<file path="src/rtl/adcc_pkg.sv">
package adcc_pkg;

    parameter int unsigned DIV_W = 5;

    typedef enum logic {
        SEQ_HOLD = 1'b0,
        SEQ_RUN  = 1'b1
    } seq_e;

    typedef struct packed {
        logic [DIV_W-1:0] div;
        logic             stat_en;
        logic             i2s;
    } link_cfg_t;

endpackage

</file>
<file path="src/rtl/adcc_clkgen.sv">
module adcc_clkgen
    import adcc_pkg::*;
(
    input  logic             clk,
    input  logic             rst_n,
    input  logic             run,
    input  logic [DIV_W-1:0] half_div,
    output logic             bclk,
    output logic             rise_stb,
    output logic             fall_stb
);

    typedef struct packed {
        logic [DIV_W-1:0] ph;
        logic             bclk;
    } clk_st_t;

    clk_st_t st_d, st_q;
    logic    tick;

    always_comb begin
        st_d = st_q;
        tick = run && (st_q.ph == (half_div - DIV_W'(1)));
        if (!run) begin
            st_d.ph   = '0;
            st_d.bclk = 1'b1;
        end else if (tick) begin
            st_d.ph   = '0;
            st_d.bclk = ~st_q.bclk;
        end else begin
            st_d.ph   = st_q.ph + DIV_W'(1);
        end
    end

    always_ff @(posedge clk or negedge rst_n) begin
        if (!rst_n) begin
            st_q.ph   <= '0;
            st_q.bclk <= 1'b1;
        end else begin
            st_q <= st_d;
        end
    end

    assign bclk     = st_q.bclk;
    assign rise_stb = tick && !st_q.bclk;
    assign fall_stb = tick && st_q.bclk;

endmodule

</file>
<file path="src/rtl/adcc_unpack.sv">
module adcc_unpack #(
    parameter int unsigned DATA_W = 24,
    parameter int unsigned STAT_W = 8,
    localparam int unsigned WORD_W = DATA_W + STAT_W
) (
    input  logic [2*WORD_W-1:0] frame_bits,
    input  logic                stat_en,
    input  logic                i2s,
    output logic [DATA_W-1:0]   l_data,
    output logic [STAT_W-1:0]   l_stat,
    output logic [DATA_W-1:0]   r_data,
    output logic [STAT_W-1:0]   r_stat
);

    always_comb begin
        if (!stat_en) begin
            l_data = frame_bits[2*DATA_W-1 -: DATA_W];
            r_data = frame_bits[DATA_W-1:0];
            l_stat = '0;
            r_stat = '0;
        end else if (i2s) begin
            l_data = frame_bits[2*WORD_W-2 -: DATA_W];
            l_stat = {frame_bits[2*WORD_W-2-DATA_W -: STAT_W-1], 1'b0};
            r_data = frame_bits[WORD_W-2 -: DATA_W];
            r_stat = {frame_bits[STAT_W-2:0], 1'b0};
        end else begin
            l_data = frame_bits[2*WORD_W-1 -: DATA_W];
            l_stat = frame_bits[2*WORD_W-1-DATA_W -: STAT_W];
            r_data = frame_bits[WORD_W-1 -: DATA_W];
            r_stat = frame_bits[STAT_W-1:0];
        end
    end

endmodule

</file>
<file path="src/rtl/adc_chain_rx.sv">
module adc_chain_rx
    import adcc_pkg::*;
#(
    parameter int unsigned DATA_W    = 24,
    parameter int unsigned STAT_W    = 8,
    parameter int unsigned DIV_MAX   = 16,
    parameter int unsigned START_LOW = 8
) (
    input  logic              clk,
    input  logic              rst_n,
    input  logic [DIV_W-1:0]  div_sel,
    input  logic              status_en,
    input  logic              i2s_sel,
    input  logic              sdata,
    output logic              start,
    output logic              bclk,
    output logic              fsync,
    output logic              valid,
    output logic [DATA_W-1:0] left_data,
    output logic [STAT_W-1:0] left_stat,
    output logic [DATA_W-1:0] right_data,
    output logic [STAT_W-1:0] right_stat
);

    localparam int unsigned WORD_W      = DATA_W + STAT_W;
    localparam int unsigned FRAME_LONG  = 2 * WORD_W;
    localparam int unsigned FRAME_SHORT = 2 * DATA_W;
    localparam int unsigned CNT_W       = $clog2(FRAME_LONG);
    localparam int unsigned HOLD_W      = $clog2(START_LOW + 1);

    typedef struct packed {
        seq_e                  seq;
        logic [HOLD_W-1:0]     hold_cnt;
        link_cfg_t             cfg;
        logic [CNT_W-1:0]      bit_cnt;
        logic                  fsync;
        logic [FRAME_LONG-1:0] sh;
        logic                  discard;
        logic                  valid;
        logic [DATA_W-1:0]     l_data;
        logic [STAT_W-1:0]     l_stat;
        logic [DATA_W-1:0]     r_data;
        logic [STAT_W-1:0]     r_stat;
    } rx_st_t;

    rx_st_t                st_d, st_q;
    link_cfg_t             cfg_in;
    logic [CNT_W-1:0]      last_bit, half_bits, next_bit;
    logic [FRAME_LONG-1:0] sh_next;
    logic                  rise_stb, fall_stb;
    logic [DATA_W-1:0]     up_l_data, up_r_data;
    logic [STAT_W-1:0]     up_l_stat, up_r_stat;

    // effective configuration: clamped divide, I2S only with status words
    always_comb begin
        if (div_sel == '0) begin
            cfg_in.div = DIV_W'(1);
        end else if (div_sel > DIV_W'(DIV_MAX)) begin
            cfg_in.div = DIV_W'(DIV_MAX);
        end else begin
            cfg_in.div = div_sel;
        end
        cfg_in.stat_en = status_en;
        cfg_in.i2s     = i2s_sel & status_en;
    end

    adcc_clkgen u_clkgen (
        .clk      (clk),
        .rst_n    (rst_n),
        .run      (st_q.seq == SEQ_RUN),
        .half_div (st_q.cfg.div),
        .bclk     (bclk),
        .rise_stb (rise_stb),
        .fall_stb (fall_stb)
    );

    assign sh_next = {st_q.sh[FRAME_LONG-2:0], sdata};

    adcc_unpack #(
        .DATA_W (DATA_W),
        .STAT_W (STAT_W)
    ) u_unpack (
        .frame_bits (sh_next),
        .stat_en    (st_q.cfg.stat_en),
        .i2s        (st_q.cfg.i2s),
        .l_data     (up_l_data),
        .l_stat     (up_l_stat),
        .r_data     (up_r_data),
        .r_stat     (up_r_stat)
    );

    always_comb begin
        last_bit  = st_q.cfg.stat_en ? CNT_W'(FRAME_LONG - 1) : CNT_W'(FRAME_SHORT - 1);
        half_bits = st_q.cfg.stat_en ? CNT_W'(WORD_W) : CNT_W'(DATA_W);
        next_bit  = (st_q.bit_cnt == last_bit) ? '0 : st_q.bit_cnt + CNT_W'(1);

        st_d       = st_q;
        st_d.valid = 1'b0;

        if (cfg_in != st_q.cfg) begin
            // restart the converters with the new settings
            st_d.seq      = SEQ_HOLD;
            st_d.hold_cnt = '0;
            st_d.cfg      = cfg_in;
            st_d.fsync    = 1'b0;
        end else if (st_q.seq == SEQ_HOLD) begin
            st_d.fsync   = 1'b0;
            st_d.bit_cnt = last_bit;
            st_d.discard = 1'b1;
            if (st_q.hold_cnt == HOLD_W'(START_LOW - 1)) begin
                st_d.seq = SEQ_RUN;
            end else begin
                st_d.hold_cnt = st_q.hold_cnt + HOLD_W'(1);
            end
        end else begin
            if (fall_stb) begin
                st_d.bit_cnt = next_bit;
                st_d.fsync   = (next_bit < half_bits);
            end
            if (rise_stb) begin
                st_d.sh = sh_next;
                if (st_q.bit_cnt == last_bit) begin
                    if (st_q.discard) begin
                        st_d.discard = 1'b0;
                    end else begin
                        st_d.valid  = 1'b1;
                        st_d.l_data = up_l_data;
                        st_d.l_stat = up_l_stat;
                        st_d.r_data = up_r_data;
                        st_d.r_stat = up_r_stat;
                    end
                end
            end
        end
    end

    always_ff @(posedge clk or negedge rst_n) begin
        if (!rst_n) begin
            st_q.seq         <= SEQ_HOLD;
            st_q.hold_cnt    <= '0;
            st_q.cfg.div     <= DIV_W'(1);
            st_q.cfg.stat_en <= 1'b1;
            st_q.cfg.i2s     <= 1'b0;
            st_q.bit_cnt     <= '0;
            st_q.fsync       <= 1'b0;
            st_q.sh          <= '0;
            st_q.discard     <= 1'b1;
            st_q.valid       <= 1'b0;
            st_q.l_data      <= '0;
            st_q.l_stat      <= '0;
            st_q.r_data      <= '0;
            st_q.r_stat      <= '0;
        end else begin
            st_q <= st_d;
        end
    end

    assign start      = (st_q.seq == SEQ_RUN);
    assign fsync      = st_q.fsync;
    assign valid      = st_q.valid;
    assign left_data  = st_q.l_data;
    assign left_stat  = st_q.l_stat;
    assign right_data = st_q.r_data;
    assign right_stat = st_q.r_stat;

endmodule

</file>
<file path="config.mk">
export PLATFORM = sky130hd
export DESIGN_NAME = adc_chain_rx
export DESIGN_NICKNAME = d
export VERILOG_FILES = /design/src/rtl/adcc_pkg.sv /design/src/rtl/adcc_clkgen.sv /design/src/rtl/adcc_unpack.sv /design/src/rtl/adc_chain_rx.sv
export SDC_FILE = /design/constraint.sdc
export NUM_CORES = 1
export LEC_CHECK = 0
export ABC_AREA = 0
export BUFFER_PORTS_ARGS = -buffer_cell sky130_fd_sc_hd__buf_2
export CORE_ASPECT_RATIO = 1.2
export CORE_MARGIN = 1.5
export CORE_UTILIZATION = 64
export DETAILED_ROUTE_END_ITERATION = 8
export GPL_TIMING_DRIVEN = 0
export PLACE_DENSITY = 0.89
export SLEW_MARGIN = 20
export SYNTH_ARGS = -nofsm -noshare
export SYNTH_HDL_FRONTEND = slang
export SYNTH_SLANG_ARGS = --single-unit
</file>
<file path="constraint.sdc">
create_clock -name clk -period 4.6 [get_ports clk]
set_clock_uncertainty 0.05 [all_clocks]
set_input_delay 0.69 -clock clk [delete_from_list [all_inputs] [get_ports clk]]
set_output_delay 0.69 -clock clk [all_outputs]
set_load 0.02 [all_outputs]
</file>
==> summary.md <==
| Metric | Value |
|---|---|
| Outcome | completed |
| CP max stage cell | nor3_4 |
| Antenna Cells | 0 |
| Num CTS Buffers | 17 |
| Clock Tree Buf Depth | 2 |
| Worst path depth | 9 |
| Flop-to-flop setup slack | 1.34 ns |
| Gr usage total | 0.275 |
| Post-Syn Area | between 0.007 and 0.008 mm2 |
| Mapped Avg Cell Area | approximately 12 um2 |
| Wirelength, routed | 17.0 mm |
| CP Data Arrival Time | ~3.5 ns |
| Clock Pin Slew Worst Setup and Hold Paths | 0.06 ns |
| Vias in the first global route | ~5,800 |
| Hold Path Class | in -> async |
| Max-slew violation count | 0 |
| Top delay family on crit path | simple AND/OR/NAND/NOR gates |
| First-pass DRT Iterations | 5 |
| Post-CTS Setup Repair Bufs | 0 |
| Crit-path cells | inv_1 > ha_1 > xnor2_1 > a211o_1 > a211o_1 > clkbuf_1 > nor3_4 > buf_6 > mux2_1 |
| Via count | 5,519 |
| Setup Viol. Count Final | 0 |
| Reg2reg end | sh_next[21] |
| DIE AREA | approximately 0.013 mm2 |
| Period utilization | 0.708 |
| Worst Path Required | 4.85 ns |
| Worst Setup End Kind | flop |
| Slew headroom | 0.262 |
| Worst slack at placement | about 1.3 ns |
| FF-to-FF path depth | 9 |
| Initial antenna violation count | 0 |
| Critical path's most frequent cell | a211o_1 |
| Post-Place Cells | 930 |
| Area Overhead vs Synth | 15.3% |
| Setup_tns | 0 ns |
| Final Wtd Congestion | 0.832 |
| Drt wl/cell | 17.7 um |
| Iter 0 DRT Violations | 297 |
| Main synth FF type | dfrtp_1 |
| TritonCTS clock tree | done |
| Lkg Pwr | 0.00467 uW |
| CP Max Fanout | 10 |
| Die Ht | 125 um |
| Final hold vios | 0 |
| Fin crit period | ~3.3 ns |
| Largest net degree at the start of global routing | 82 |
| Buffers on Ports | 77 |
| Worst r2r src | st_q[139] |
| Post-synthesis cell type count | 49 |
| Number of synthesized flops with an enable pin | 0 |
| Die width | 105 um |
| Startpoint Class | flop |
| Initial Util | 0.659 |
| Sequential area share after synthesis | 0.483 |
| CTS root buffer | clkbuf_16 |
| Clock sink total | 154 |
| First-pass GRT wire length | 28.7 mm |
| Commonest non-fill, non-tap cell in the layout | dfrtp_1 |
| Quantity of gates resized following cts | 0 |
| Core Area | 0.0121 mm2 |
| Async S/R FF share, synth | 1.00 |
| Site row count | 44 |
| Syn. warnings | 0 |
| GRT overflow | 0 |
| VDD IR max | 0.263 mV |
| Residual DRC count | 0 |
| Seq cells post-synth | 154 |
| Power Density | 340 mW/mm2 |
| Worst setup margin | 1.34 ns |
| Crit path buffers/inverters | 3 |
| Worst skew pair latency | approximately 0.43 ns |
| Commonest cells after routing, fill and taps aside | dfrtp_1 (150), mux2_2 (103), nor2_1 (79) |
| Nets | 804 |
| Htree depth | 4 |
| Syn_nets | approximately 710 |
| Slew at the pin with the worst max-slew slack | 1.11 ns |
| Finished Layout Cells | 962 |
| Syn Inst Count | 691 |
| Fmax achieved | 0.307 GHz |
| Max Cap Viol | 0 |
| Via density | 5.74 |
| I/O Pins | 78 |
| Cts hold-fix bufs | 0 |
| Antenna Nets Post-Route | 0 |
| Unrepaired setup endpoints after global routing | no |
| Crit path largest cell delay | between 0.6 and 0.7 ns |
| Detail Placement HPWL | 11.3 mm |
| Share of cells above drive strength 1 | 0.370 |
| Setup CP Type | reg -> reg |
-- through the flow --
| stage | power [uW] | hold WS [ns] | util | instance area [um2] |
|---|---|---|---|---|
| final | 3130 | 0.178 | 0.760 | 9200 |
| after global routing | 3220 | 0.232 | 0.760 | 9200 |
| after CTS | 3140 | 0.191 | 0.760 | 9200 |
| after detailed placement | 1730 | 0.426 | 0.711 | 8610 |
| after global placement | 1700 | 0.417 | 0.707 | 8570 |
| after floorplan | 1640 | 0.344 | - | 7980 |
-- final cells by class --
cell class / count / area, um2
flip-flops and latches: 154 / 3860
multi-input cells: 423 / 3360
fillers: 798 / 2910
plain buffers: 103 / 722
clock buffers: 25 / 505
repair buffers: 78 / 423
well taps: 161 / 201
clock inverters: 7 / 87.6
inverters: 11 / 41.3
-- cells by family (layout without fill, tap and decap cells) --
family                   count (synthesis)  count (layout)  share of synthesized area
AND/OR/NAND/NOR                        129             129                     0.0754
adder cells (fa/ha/maj)                  6               6                    0.00941
XOR/XNOR                                16              16                     0.0176
multiplexers                           191             191                      0.260
AO/OA/AOI/OAI                           81              81                     0.0589
flip-flops                             154             154                      0.483
buffers and inverters                  114             224                     0.0956
-- power by group --
part | total, uW | switching, uW | leakage, uW | internal, uW
Combinational | 303 | 184 | 0.00226 | 119
Sequential | 1420 | 37.8 | 0.00211 | 1390
Clock | 1400 | 534 | 0.000293 | 867
-- metal layers --
layer  GRT usage  part of all wire  vias to the layer above
met5           0                 0                        -
met4       0.122             0.028                        0
met3      0.0464             0.037                       43
met2       0.475              0.53                      167
met1       0.338              0.41                     2760
li1            -                 -                     2549
-- registers in the layout, summed over array words and instances (netlist names) --
register       cells
valid              1
right_stat         8
st_q              18
start              1
sh_next           63
u_clkgen.st_q      5
fsync              1
u_clkgen.bclk      1
left_stat          8
right_data        24
left_data         24
-- worst register-to-register path, stage by stage, from the launching register on --
cell and delay (ns):
dfstp_2 0.57, inv_1 0.05, ha_1 0.29, xnor2_1 0.12
a211o_1 0.29, a211o_1 0.27, clkbuf_1 0.22, nor3_4 0.64
buf_6 0.26, mux2_1 0.36
-- synthesized netlist by cell type (3+ instances only) --
| library cell | instances | share of area |
|---|---|---|
| nor3_1 | 11 | 0.0069 |
| xor2_1 | 6 | 0.0066 |
| xnor2_1 | 10 | 0.011 |
| nor2_1 | 79 | 0.037 |
| buf_4 | 65 | 0.061 |
| nand2b_1 | 4 | 0.0031 |
| nand3_1 | 5 | 0.0031 |
| dfstp_2 | 4 | 0.013 |
| buf_6 | 12 | 0.017 |
| dfrtp_1 | 150 | 0.47 |
| inv_1 | 10 | 0.0047 |
| clkbuf_1 | 21 | 0.0099 |
| o22ai_1 | 3 | 0.0024 |
| ha_1 | 6 | 0.0094 |
| buf_1 | 4 | 0.0019 |
| a31oi_1 | 3 | 0.0024 |
| nand2_1 | 8 | 0.0038 |
| nor2b_1 | 4 | 0.0031 |
| a21oi_1 | 54 | 0.034 |
| a211o_1 | 3 | 0.0033 |
| mux2_1 | 25 | 0.035 |
| mux2_2 | 103 | 0.15 |
| o21ai_0 | 6 | 0.0038 |
| mux2i_1 | 63 | 0.079 |
-- worst max path at each step --
stage | startpoint | end | slack, ns
2_1_floorplan | st_q[139] | left_data[10] | 1.73
3_3_place_gp | rst_n | left_data[3] | 0.71
3_5_place_dp | div_sel[1] | sh_next[47] | 1.33
4_1_cts | st_q[139] | sh_next[21] | 1.35
5_1_grt | st_q[139] | sh_next[21] | 1.22
6_report | st_q[139] | sh_next[21] | 1.34
Power figures use the tool's default switching activity.
